--- src/rtl/fwh_lpc_pkg.sv ---
// Shared types and nibble codes for the hub/LPC memory cycle target.
// Assumes a 4-bit nibble bus sampled on the rising clock edge.
package fwh_lpc_pkg;

    typedef enum logic [3:0] {
        ST_IDLE,
        ST_START,
        ST_ADDR,
        ST_WDATA,
        ST_TAR0,
        ST_TAR1,
        ST_SYNC,
        ST_RD0,
        ST_RD1,
        ST_END0,
        ST_END1,
        ST_WAIT_ABORT
    } seq_state_t;

    typedef enum logic [1:0] {
        TGT_NONE,
        TGT_ARRAY,
        TGT_REG
    } target_t;

    localparam logic [3:0] NIB_HUB_RD    = 4'b1101;
    localparam logic [3:0] NIB_HUB_WR    = 4'b1110;
    localparam logic [3:0] NIB_LPC_START = 4'b0000;
    localparam logic [3:0] NIB_ABORT     = 4'b1111;
    localparam logic [3:0] NIB_TURN      = 4'b1111;
    localparam logic [3:0] NIB_READY     = 4'b0000;
    localparam logic [2:0] CT_MEM_RD     = 3'b010;
    localparam logic [2:0] CT_MEM_WR     = 3'b011;

    localparam int HUB_ADDR_NIBS = 7;
    localparam int LPC_ADDR_NIBS = 8;
    localparam int BUS_ADDR_W    = 4 * LPC_ADDR_NIBS;

endpackage

--- src/rtl/fwh_lpc_decode.sv ---
// Address-match decoder. Given the full address as it will stand after the
// current nibble, it decides which port (if any) the access belongs to.
// Assumes hub-style addresses arrive right-aligned in the low 28 bits.
module fwh_lpc_decode
    import fwh_lpc_pkg::*;
#(
    parameter int ARR_AW      = 18,
    parameter int REG_AW      = 16,
    parameter int HUB_SEL_BIT = 22
) (
    input  logic                  is_lpc,
    input  logic [BUS_ADDR_W-1:0] addr,
    output target_t               tgt,
    output logic [ARR_AW-1:0]     arr_addr,
    output logic [REG_AW-1:0]     reg_addr
);

    localparam int REG_WIN_LSB = HUB_SEL_BIT + 1;

    logic arr_hit;
    logic reg_hit;

    // Array window: every bit above the array size must be set.
    generate
        if (ARR_AW < BUS_ADDR_W) begin : g_arr_window
            assign arr_hit = &addr[BUS_ADDR_W-1:ARR_AW];
        end else begin : g_arr_full
            assign arr_hit = 1'b1;
        end
    endgenerate

    // Register window: upper bits set, select bit clear.
    assign reg_hit = (&addr[BUS_ADDR_W-1:REG_WIN_LSB]) & ~addr[HUB_SEL_BIT];

    // Pick the target per dialect.
    always_comb begin
        if (is_lpc) begin
            if (arr_hit)      tgt = TGT_ARRAY;
            else if (reg_hit) tgt = TGT_REG;
            else              tgt = TGT_NONE;
        end else begin
            tgt = addr[HUB_SEL_BIT] ? TGT_ARRAY : TGT_REG;
        end
    end

    assign arr_addr = addr[ARR_AW-1:0];
    assign reg_addr = addr[REG_AW-1:0];

endmodule

--- src/rtl/fwh_lpc_seq.sv ---
// Field sequencer. Latches START, tells the dialects apart, counts address
// and data nibbles, raises the single-cycle access strobes and walks the
// response phases. Handles hub aborts and LPC frame restarts.
// Assumes frame_n and nib_in are synchronous to clk.
module fwh_lpc_seq
    import fwh_lpc_pkg::*;
#(
    parameter int ARR_AW = 18,
    parameter int REG_AW = 16
) (
    input  logic                  clk,
    input  logic                  rst_n,
    input  logic                  frame_n,
    input  logic [3:0]            nib_in,
    input  target_t               tgt_in,
    input  logic [ARR_AW-1:0]     arr_addr_in,
    input  logic [REG_AW-1:0]     reg_addr_in,
    output logic [BUS_ADDR_W-1:0] addr_next,
    output logic                  is_lpc,
    output seq_state_t            state,
    output target_t               tgt_q,
    output logic [ARR_AW-1:0]     arr_addr_q,
    output logic [REG_AW-1:0]     reg_addr_q,
    output logic [7:0]            wdata_q,
    output logic                  arr_rd,
    output logic                  arr_wr,
    output logic                  reg_rd,
    output logic                  reg_wr
);

    localparam int CNT_W  = $clog2(LPC_ADDR_NIBS + 1);
    localparam int HOLD_W = BUS_ADDR_W - 4;

    logic [3:0]        start_q;
    logic              is_wr;
    logic [HOLD_W-1:0] addr_q;
    logic [CNT_W-1:0]  nib_cnt;
    logic [CNT_W-1:0]  last_cnt;
    logic              restart_ok;

    // Address as it stands once the current nibble is shifted in.
    assign addr_next = {addr_q, nib_in};

    // Index of the final address nibble for the active dialect.
    assign last_cnt = is_lpc ? CNT_W'(LPC_ADDR_NIBS - 1) : CNT_W'(HUB_ADDR_NIBS - 1);

    // Frame low is taken as a new START when idle, already in START, or mid-LPC.
    assign restart_ok = (state == ST_IDLE) || (state == ST_START)
                        || (is_lpc && state != ST_WAIT_ABORT);

    // Main sequencing register block.
    always_ff @(posedge clk) begin : p_seq
        arr_rd <= 1'b0;
        arr_wr <= 1'b0;
        reg_rd <= 1'b0;
        reg_wr <= 1'b0;
        if (!rst_n) begin
            state      <= ST_IDLE;
            start_q    <= '0;
            is_lpc     <= 1'b0;
            is_wr      <= 1'b0;
            addr_q     <= '0;
            nib_cnt    <= '0;
            wdata_q    <= '0;
            tgt_q      <= TGT_NONE;
            arr_addr_q <= '0;
            reg_addr_q <= '0;
        end else if (!frame_n && restart_ok) begin
            state   <= ST_START;
            start_q <= nib_in;
        end else if (!frame_n) begin
            state <= (nib_in == NIB_ABORT) ? ST_IDLE : ST_WAIT_ABORT;
        end else begin
            case (state)
                ST_START: begin
                    if (start_q == NIB_HUB_RD || start_q == NIB_HUB_WR) begin
                        is_lpc  <= 1'b0;
                        is_wr   <= (start_q == NIB_HUB_WR);
                        addr_q  <= {{(HOLD_W-4){1'b0}}, nib_in};
                        nib_cnt <= CNT_W'(1);
                        state   <= ST_ADDR;
                    end else if (start_q == NIB_LPC_START
                                 && (nib_in[3:1] == CT_MEM_RD || nib_in[3:1] == CT_MEM_WR)) begin
                        is_lpc  <= 1'b1;
                        is_wr   <= (nib_in[3:1] == CT_MEM_WR);
                        addr_q  <= '0;
                        nib_cnt <= '0;
                        state   <= ST_ADDR;
                    end else begin
                        state <= ST_IDLE;
                    end
                end
                ST_ADDR: begin
                    addr_q  <= addr_next[HOLD_W-1:0];
                    nib_cnt <= nib_cnt + CNT_W'(1);
                    if (nib_cnt == last_cnt) begin
                        nib_cnt    <= '0;
                        tgt_q      <= tgt_in;
                        arr_addr_q <= arr_addr_in;
                        reg_addr_q <= reg_addr_in;
                        if (tgt_in == TGT_NONE) begin
                            state <= ST_IDLE;
                        end else if (is_wr) begin
                            state <= ST_WDATA;
                        end else begin
                            state  <= ST_TAR0;
                            arr_rd <= (tgt_in == TGT_ARRAY);
                            reg_rd <= (tgt_in == TGT_REG);
                        end
                    end
                end
                ST_WDATA: begin
                    if (nib_cnt == '0) begin
                        wdata_q[3:0] <= nib_in;
                        nib_cnt      <= CNT_W'(1);
                    end else begin
                        wdata_q[7:4] <= nib_in;
                        nib_cnt      <= '0;
                        state        <= ST_TAR0;
                        arr_wr       <= (tgt_q == TGT_ARRAY);
                        reg_wr       <= (tgt_q == TGT_REG);
                    end
                end
                ST_TAR0:  state <= ST_TAR1;
                ST_TAR1:  state <= ST_SYNC;
                ST_SYNC:  state <= is_wr ? ST_END0 : ST_RD0;
                ST_RD0:   state <= ST_RD1;
                ST_RD1:   state <= ST_END0;
                ST_END0:  state <= ST_END1;
                ST_END1:  state <= ST_IDLE;
                default:  state <= state;
            endcase
        end
    end

endmodule

--- src/rtl/fwh_lpc_drive.sv ---
// Response driver. Samples read data in the strobe cycle and maps the
// response phase to the nibble and drive enable placed on the bus.
// Assumes the read-data inputs are valid during the strobe cycle.
module fwh_lpc_drive
    import fwh_lpc_pkg::*;
(
    input  logic       clk,
    input  logic       rst_n,
    input  seq_state_t state,
    input  target_t    tgt_q,
    input  logic [7:0] arr_rdata,
    input  logic [7:0] reg_rdata,
    output logic [3:0] nib_out,
    output logic       nib_oe
);

    logic [7:0] rdata_q;

    // Capture the selected read byte at the end of the strobe cycle.
    always_ff @(posedge clk) begin : p_rdata
        if (!rst_n)                 rdata_q <= '0;
        else if (state == ST_TAR0)  rdata_q <= (tgt_q == TGT_REG) ? reg_rdata : arr_rdata;
    end

    // Phase-to-bus mapping.
    always_comb begin : p_bus
        nib_oe  = 1'b1;
        nib_out = NIB_TURN;
        case (state)
            ST_TAR1: nib_out = NIB_TURN;
            ST_SYNC: nib_out = NIB_READY;
            ST_RD0:  nib_out = rdata_q[3:0];
            ST_RD1:  nib_out = rdata_q[7:4];
            ST_END0: nib_out = NIB_TURN;
            default: begin
                nib_oe  = 1'b0;
                nib_out = 4'b0000;
            end
        endcase
    end

endmodule

--- src/rtl/fwh_lpc_target.sv ---
// Top of the hub/LPC memory cycle target: sequencer, address decoder and
// response driver. One byte per cycle, routed to the array or register port.
// Assumes synchronous active-low reset and a single bus clock.
module fwh_lpc_target
    import fwh_lpc_pkg::*;
#(
    parameter int ARR_AW      = 18,
    parameter int REG_AW      = 16,
    parameter int HUB_SEL_BIT = 22
) (
    input  logic              clk,
    input  logic              rst_n,
    input  logic              frame_n,
    input  logic [3:0]        nib_in,
    output logic [3:0]        nib_out,
    output logic              nib_oe,
    output logic              arr_rd,
    output logic              arr_wr,
    output logic [ARR_AW-1:0] arr_addr,
    output logic              reg_rd,
    output logic              reg_wr,
    output logic [REG_AW-1:0] reg_addr,
    output logic [7:0]        wr_data,
    input  logic [7:0]        arr_rdata,
    input  logic [7:0]        reg_rdata
);

    logic [BUS_ADDR_W-1:0] addr_next;
    logic                  is_lpc;
    seq_state_t            state;
    target_t               tgt_dec;
    target_t               tgt_q;
    logic [ARR_AW-1:0]     arr_addr_dec;
    logic [REG_AW-1:0]     reg_addr_dec;

    fwh_lpc_decode #(
        .ARR_AW      (ARR_AW),
        .REG_AW      (REG_AW),
        .HUB_SEL_BIT (HUB_SEL_BIT)
    ) u_decode (
        .is_lpc   (is_lpc),
        .addr     (addr_next),
        .tgt      (tgt_dec),
        .arr_addr (arr_addr_dec),
        .reg_addr (reg_addr_dec)
    );

    fwh_lpc_seq #(
        .ARR_AW (ARR_AW),
        .REG_AW (REG_AW)
    ) u_seq (
        .clk         (clk),
        .rst_n       (rst_n),
        .frame_n     (frame_n),
        .nib_in      (nib_in),
        .tgt_in      (tgt_dec),
        .arr_addr_in (arr_addr_dec),
        .reg_addr_in (reg_addr_dec),
        .addr_next   (addr_next),
        .is_lpc      (is_lpc),
        .state       (state),
        .tgt_q       (tgt_q),
        .arr_addr_q  (arr_addr),
        .reg_addr_q  (reg_addr),
        .wdata_q     (wr_data),
        .arr_rd      (arr_rd),
        .arr_wr      (arr_wr),
        .reg_rd      (reg_rd),
        .reg_wr      (reg_wr)
    );

    fwh_lpc_drive u_drive (
        .clk       (clk),
        .rst_n     (rst_n),
        .state     (state),
        .tgt_q     (tgt_q),
        .arr_rdata (arr_rdata),
        .reg_rdata (reg_rdata),
        .nib_out   (nib_out),
        .nib_oe    (nib_oe)
    );

endmodule

--- config.mk ---
export PLATFORM = sky130hd
export DESIGN_NAME = fwh_lpc_target
export DESIGN_NICKNAME = d
export VERILOG_FILES = /design/src/rtl/fwh_lpc_pkg.sv /design/src/rtl/fwh_lpc_decode.sv /design/src/rtl/fwh_lpc_seq.sv /design/src/rtl/fwh_lpc_drive.sv /design/src/rtl/fwh_lpc_target.sv
export SDC_FILE = /design/constraint.sdc
export NUM_CORES = 1
export LEC_CHECK = 0
export ABC_AREA = 1
export CORE_MARGIN = 4
export CORE_UTILIZATION = 47
export DETAILED_ROUTE_END_ITERATION = 10
export HOLD_SLACK_MARGIN = 0.1
export PLACE_DENSITY = 0.77
export SETUP_SLACK_MARGIN = 0.3
export SLEW_MARGIN = 0
export SYNTH_ARGS = -nofsm -noshare
export SYNTH_HDL_FRONTEND = slang
export SYNTH_SLANG_ARGS = --single-unit
export TNS_END_PERCENT = 10
--- constraint.sdc ---
create_clock -name clk -period 1.44 [get_ports clk]
set_input_delay 0.216 -clock clk [delete_from_list [all_inputs] [get_ports clk]]
set_output_delay 0.216 -clock clk [all_outputs]
set_load 0.05 [all_outputs]
==> key figures <==
Run status
  • Status: complete, but fails checks
  • Violated checks: setup timing

Floorplan
  • # IOs: 74
  • Die X-Extent: between 90 and 100 um
  • Die ar.: around 9500 sq um
  • Core area: slightly below 8000 sq um
  • # rows: 32
  • Starting Density: about half
  • Die span in y: 97.4 um

Timing
  • Fin. max-slew vios: 0
  • Crit share post-route: 120%
  • Worst-margin pin slew: 425 ps
  • Final setup vio count: 68
  • Setup WS post-layout: -285 ps
  • Max Fclk: around 0.58 GHz
  • Max-slew headroom: 71.6%
  • Final hold viol count: 0
  • Setup TNS: -8800 ps
  • RSZ-0062 raised after global routing: true
  • Crit path time final: ~1700 ps
  • Worst hold slack: around 440 ps
  • Worst Clk Skew: approximately 16 ps

Run
  • Total of max-cap violations: 0

Route
  • DR WL/cell: ~16 um
  • Vias per std cell: 5.55
  • Detailed-route via count: approximately 4,100
  • Pre-Repair DR Iteration Count: 5
  • Routed Antenna Nets: 0
  • Final wirelength: 11.8 mm
  • DRC viols: 0
  • Detailed router's first-iteration violation count: 341

Worst setup path
  • CP arrival: 1510 ps
  • Worst R2R Setup Slack: -230 ps
  • Critical Path Fanout Max: 4
  • R2r worst-path depth: 10
  • Crit. End Element: output pin
  • Reg-to-reg endpoint: u_seq.reg_addr_q[8]
  • Worst EP required: 1220 ps
  • Worst Setup Path Type: flip-flop to output pin
  • Reg2reg start: u_seq.state[3]
  • Type of origin of the critical path: flip-flop

Layout
  • Most frequent cells in the layout: 88 x nand2_1, 74 x dfxtp_1, 53 x buf_12, 52 x nor2_1, 48 x nand3_1
  • Ant diodes: 0
  • # nets final: 650
  • Area Growth Syn to Fin: 60.1%
  • Fill cells: approximately 480
  • Share of layout cells above drive strength 1: about a third
  • Commonest non-fill, non-tap cell in the layout: nand2_1
  • Finished Layout Cells: about 730

Logic synthesis
  • Synth cell types: 32
  • Synthesized instance count: 524
  • Syn Area/Cell: 7.17 sq um
  • Syn Nets: about 550
  • Post-synthesis sequential area ratio: approximately 44%
  • Mapped cell area: between 3000 and 4000 sq um
  • Yosys reg bits: between 80 and 90
  • Asr flop ratio synth: 0%
  • Dominant synthesized flop cell: dfxtp_1
  • Yosys warnings: 0
  • Post-synth EDFFs: 0

Placement
  • Hpwl dp: between 7 and 8 mm
  • DP Cell Count: between 600 and 700
  • GP Congestion: 0.922
  • PortBufs: 73

Pwr
  • Power per cell area: between 1000 and 1500 nW/um^2
  • Peak VDD IR: 0.000618 V
  • Leakage power: ~2.5 nW

Clock network
  • Total CTS buffers: 9
  • Clk slew on worst S/H paths: 80 ps
  • Clock Sink Count: 82
  • Worst-Skew Late Latency: 370 ps
  • CTS tree: done
  • Root buffer cell: clkbuf_8
  • Max H-tree Level: 3
  • Clock Tree Buf Depth: 2

Worst hold path
  • Hold path cells: 3
  • Hold EP: u_drive.rdata_q[4]
  • Hold path start: arr_rdata[4]
  • Hold Crit Class: input pin to flip-flop

GRT
  • Vias in the first global route: ~4,000
  • Initial antenna violation count: 0
  • GR Overflow Total: 0
  • First-pass GRT wire length: about 19 mm
  • Largest net degree at the start of global routing: between 40 and 50
  • Gr usage total: a little under a quarter
## flip-flops by register name, summed over array words and instances (netlist names)
register	count
u_seq.arr_wr	1
u_seq.is_wr	1
u_seq.wdata_q	8
u_seq.is_lpc	1
u_seq.start_q	4
u_seq.nib_cnt	4
u_seq.state	4
u_seq.arr_addr_q	3
u_seq.arr_rd	1
u_seq.reg_rd	1
u_seq.addr_q	28
u_seq.reg_addr_q	15
u_seq.tgt_q	2
u_drive.rdata_q	8
u_seq.reg_wr	1
## kinds of logic after synthesis
logic type,synth area share [%]
adder cells (fa/ha/maj),0.666
flip-flops,43.7
AND/OR/NAND/NOR,29.4
AO/OA/AOI/OAI,15.4
buffers and inverters,10.9
## per-stage QoR
step	setup slack, ps	util (%)	total power, mW	cell area, sq um
global placement	-257	66.8	4.06	5190
CTS	-247	74.4	6.40	5780
global route	-357	77.5	6.82	6020
detailed placement	-326	66.8	4.09	5190
floorplan	69.7	-	3.56	3840
finish	-285	77.5	6.56	6020
## area by class of cell
type                    instances  area, sq um  share of cell area (%)
clock buffers                  11          141                    2.35
clock inverters                 4         98.8                    1.64
inverters                      42          189                    3.14
multi-input cells             364         2060                    34.2
flip-flops and latches         82         1660                    27.6
well taps                     102          128                    2.12
repair buffers                126         1740                    28.9
## power by group
part,switching (mW),leakage [nW],internal (mW)
registers,0.127,0.667,2.37
clock network,0.840,0.120,1.20
logic,1.22,1.68,0.813
## worst max path at each step
stage | startpoint | endpoint | slack (ps)
finish | u_seq.state[3] | nib_out[1] | -290
global route | u_seq.state[3] | nib_out[1] | -360
CTS | u_seq.state[1] | nib_out[1] | -250
detailed placement | nib_in[3] | u_seq.nib_cnt[2] | -330
global placement | nib_in[3] | u_seq.nib_cnt[3] | -260
floorplan | u_seq.state[3] | u_seq.addr_q[0] | 70
## critical path, stage by stage (launching register included)
cell     delay, ps
dfxtp_4        370
inv_4           70
nand2_4         70
buf_12         130
nor2_4         170
nand2_2        100
nand3_4        100
buf_12         130
## Yosys cell counts, types with 2 or more instances
cell type | count | area share (%)
nand2_1 | 100 | 10
dfxtp_1 | 82 | 44
nor2_1 | 76 | 7.6
nand3_1 | 53 | 7.1
a21oi_1 | 47 | 6.3
o21ai_0 | 47 | 6.3
inv_1 | 36 | 3.6
buf_4 | 16 | 3.2
a31oi_1 | 8 | 1.3
clkbuf_1 | 8 | 0.80
buf_2 | 6 | 0.80
buf_6 | 6 | 1.8
nor3_1 | 6 | 0.80
inv_2 | 4 | 0.40
nor2_2 | 4 | 0.67
nand2_2 | 3 | 0.50
o21ai_1 | 3 | 0.40
ha_1 | 2 | 0.67
nand2_4 | 2 | 0.60
nand4_1 | 2 | 0.33
nor2_4 | 2 | 0.60
## routing by layer
layer | vias up | GRT usage (%) | wire, um
met5 | - | 0 | 0
li1 | 1905 | - | -
met2 | 194 | 37.5 | 5780
met1 | 1919 | 31.4 | 4850
met3 | 37 | 6.10 | 858
met4 | 0 | 7.14 | 263
## timing repair
item / CTS / global route
endpoints found under the setup margin: 119 / 125
hold buffers: 0 / 0
setup buffers: 17 / 2
pin swaps: 19 / 12
gates cloned: 0 / 2
gates resized for setup: 64 / 58
(Power assumes the default switching activity.)
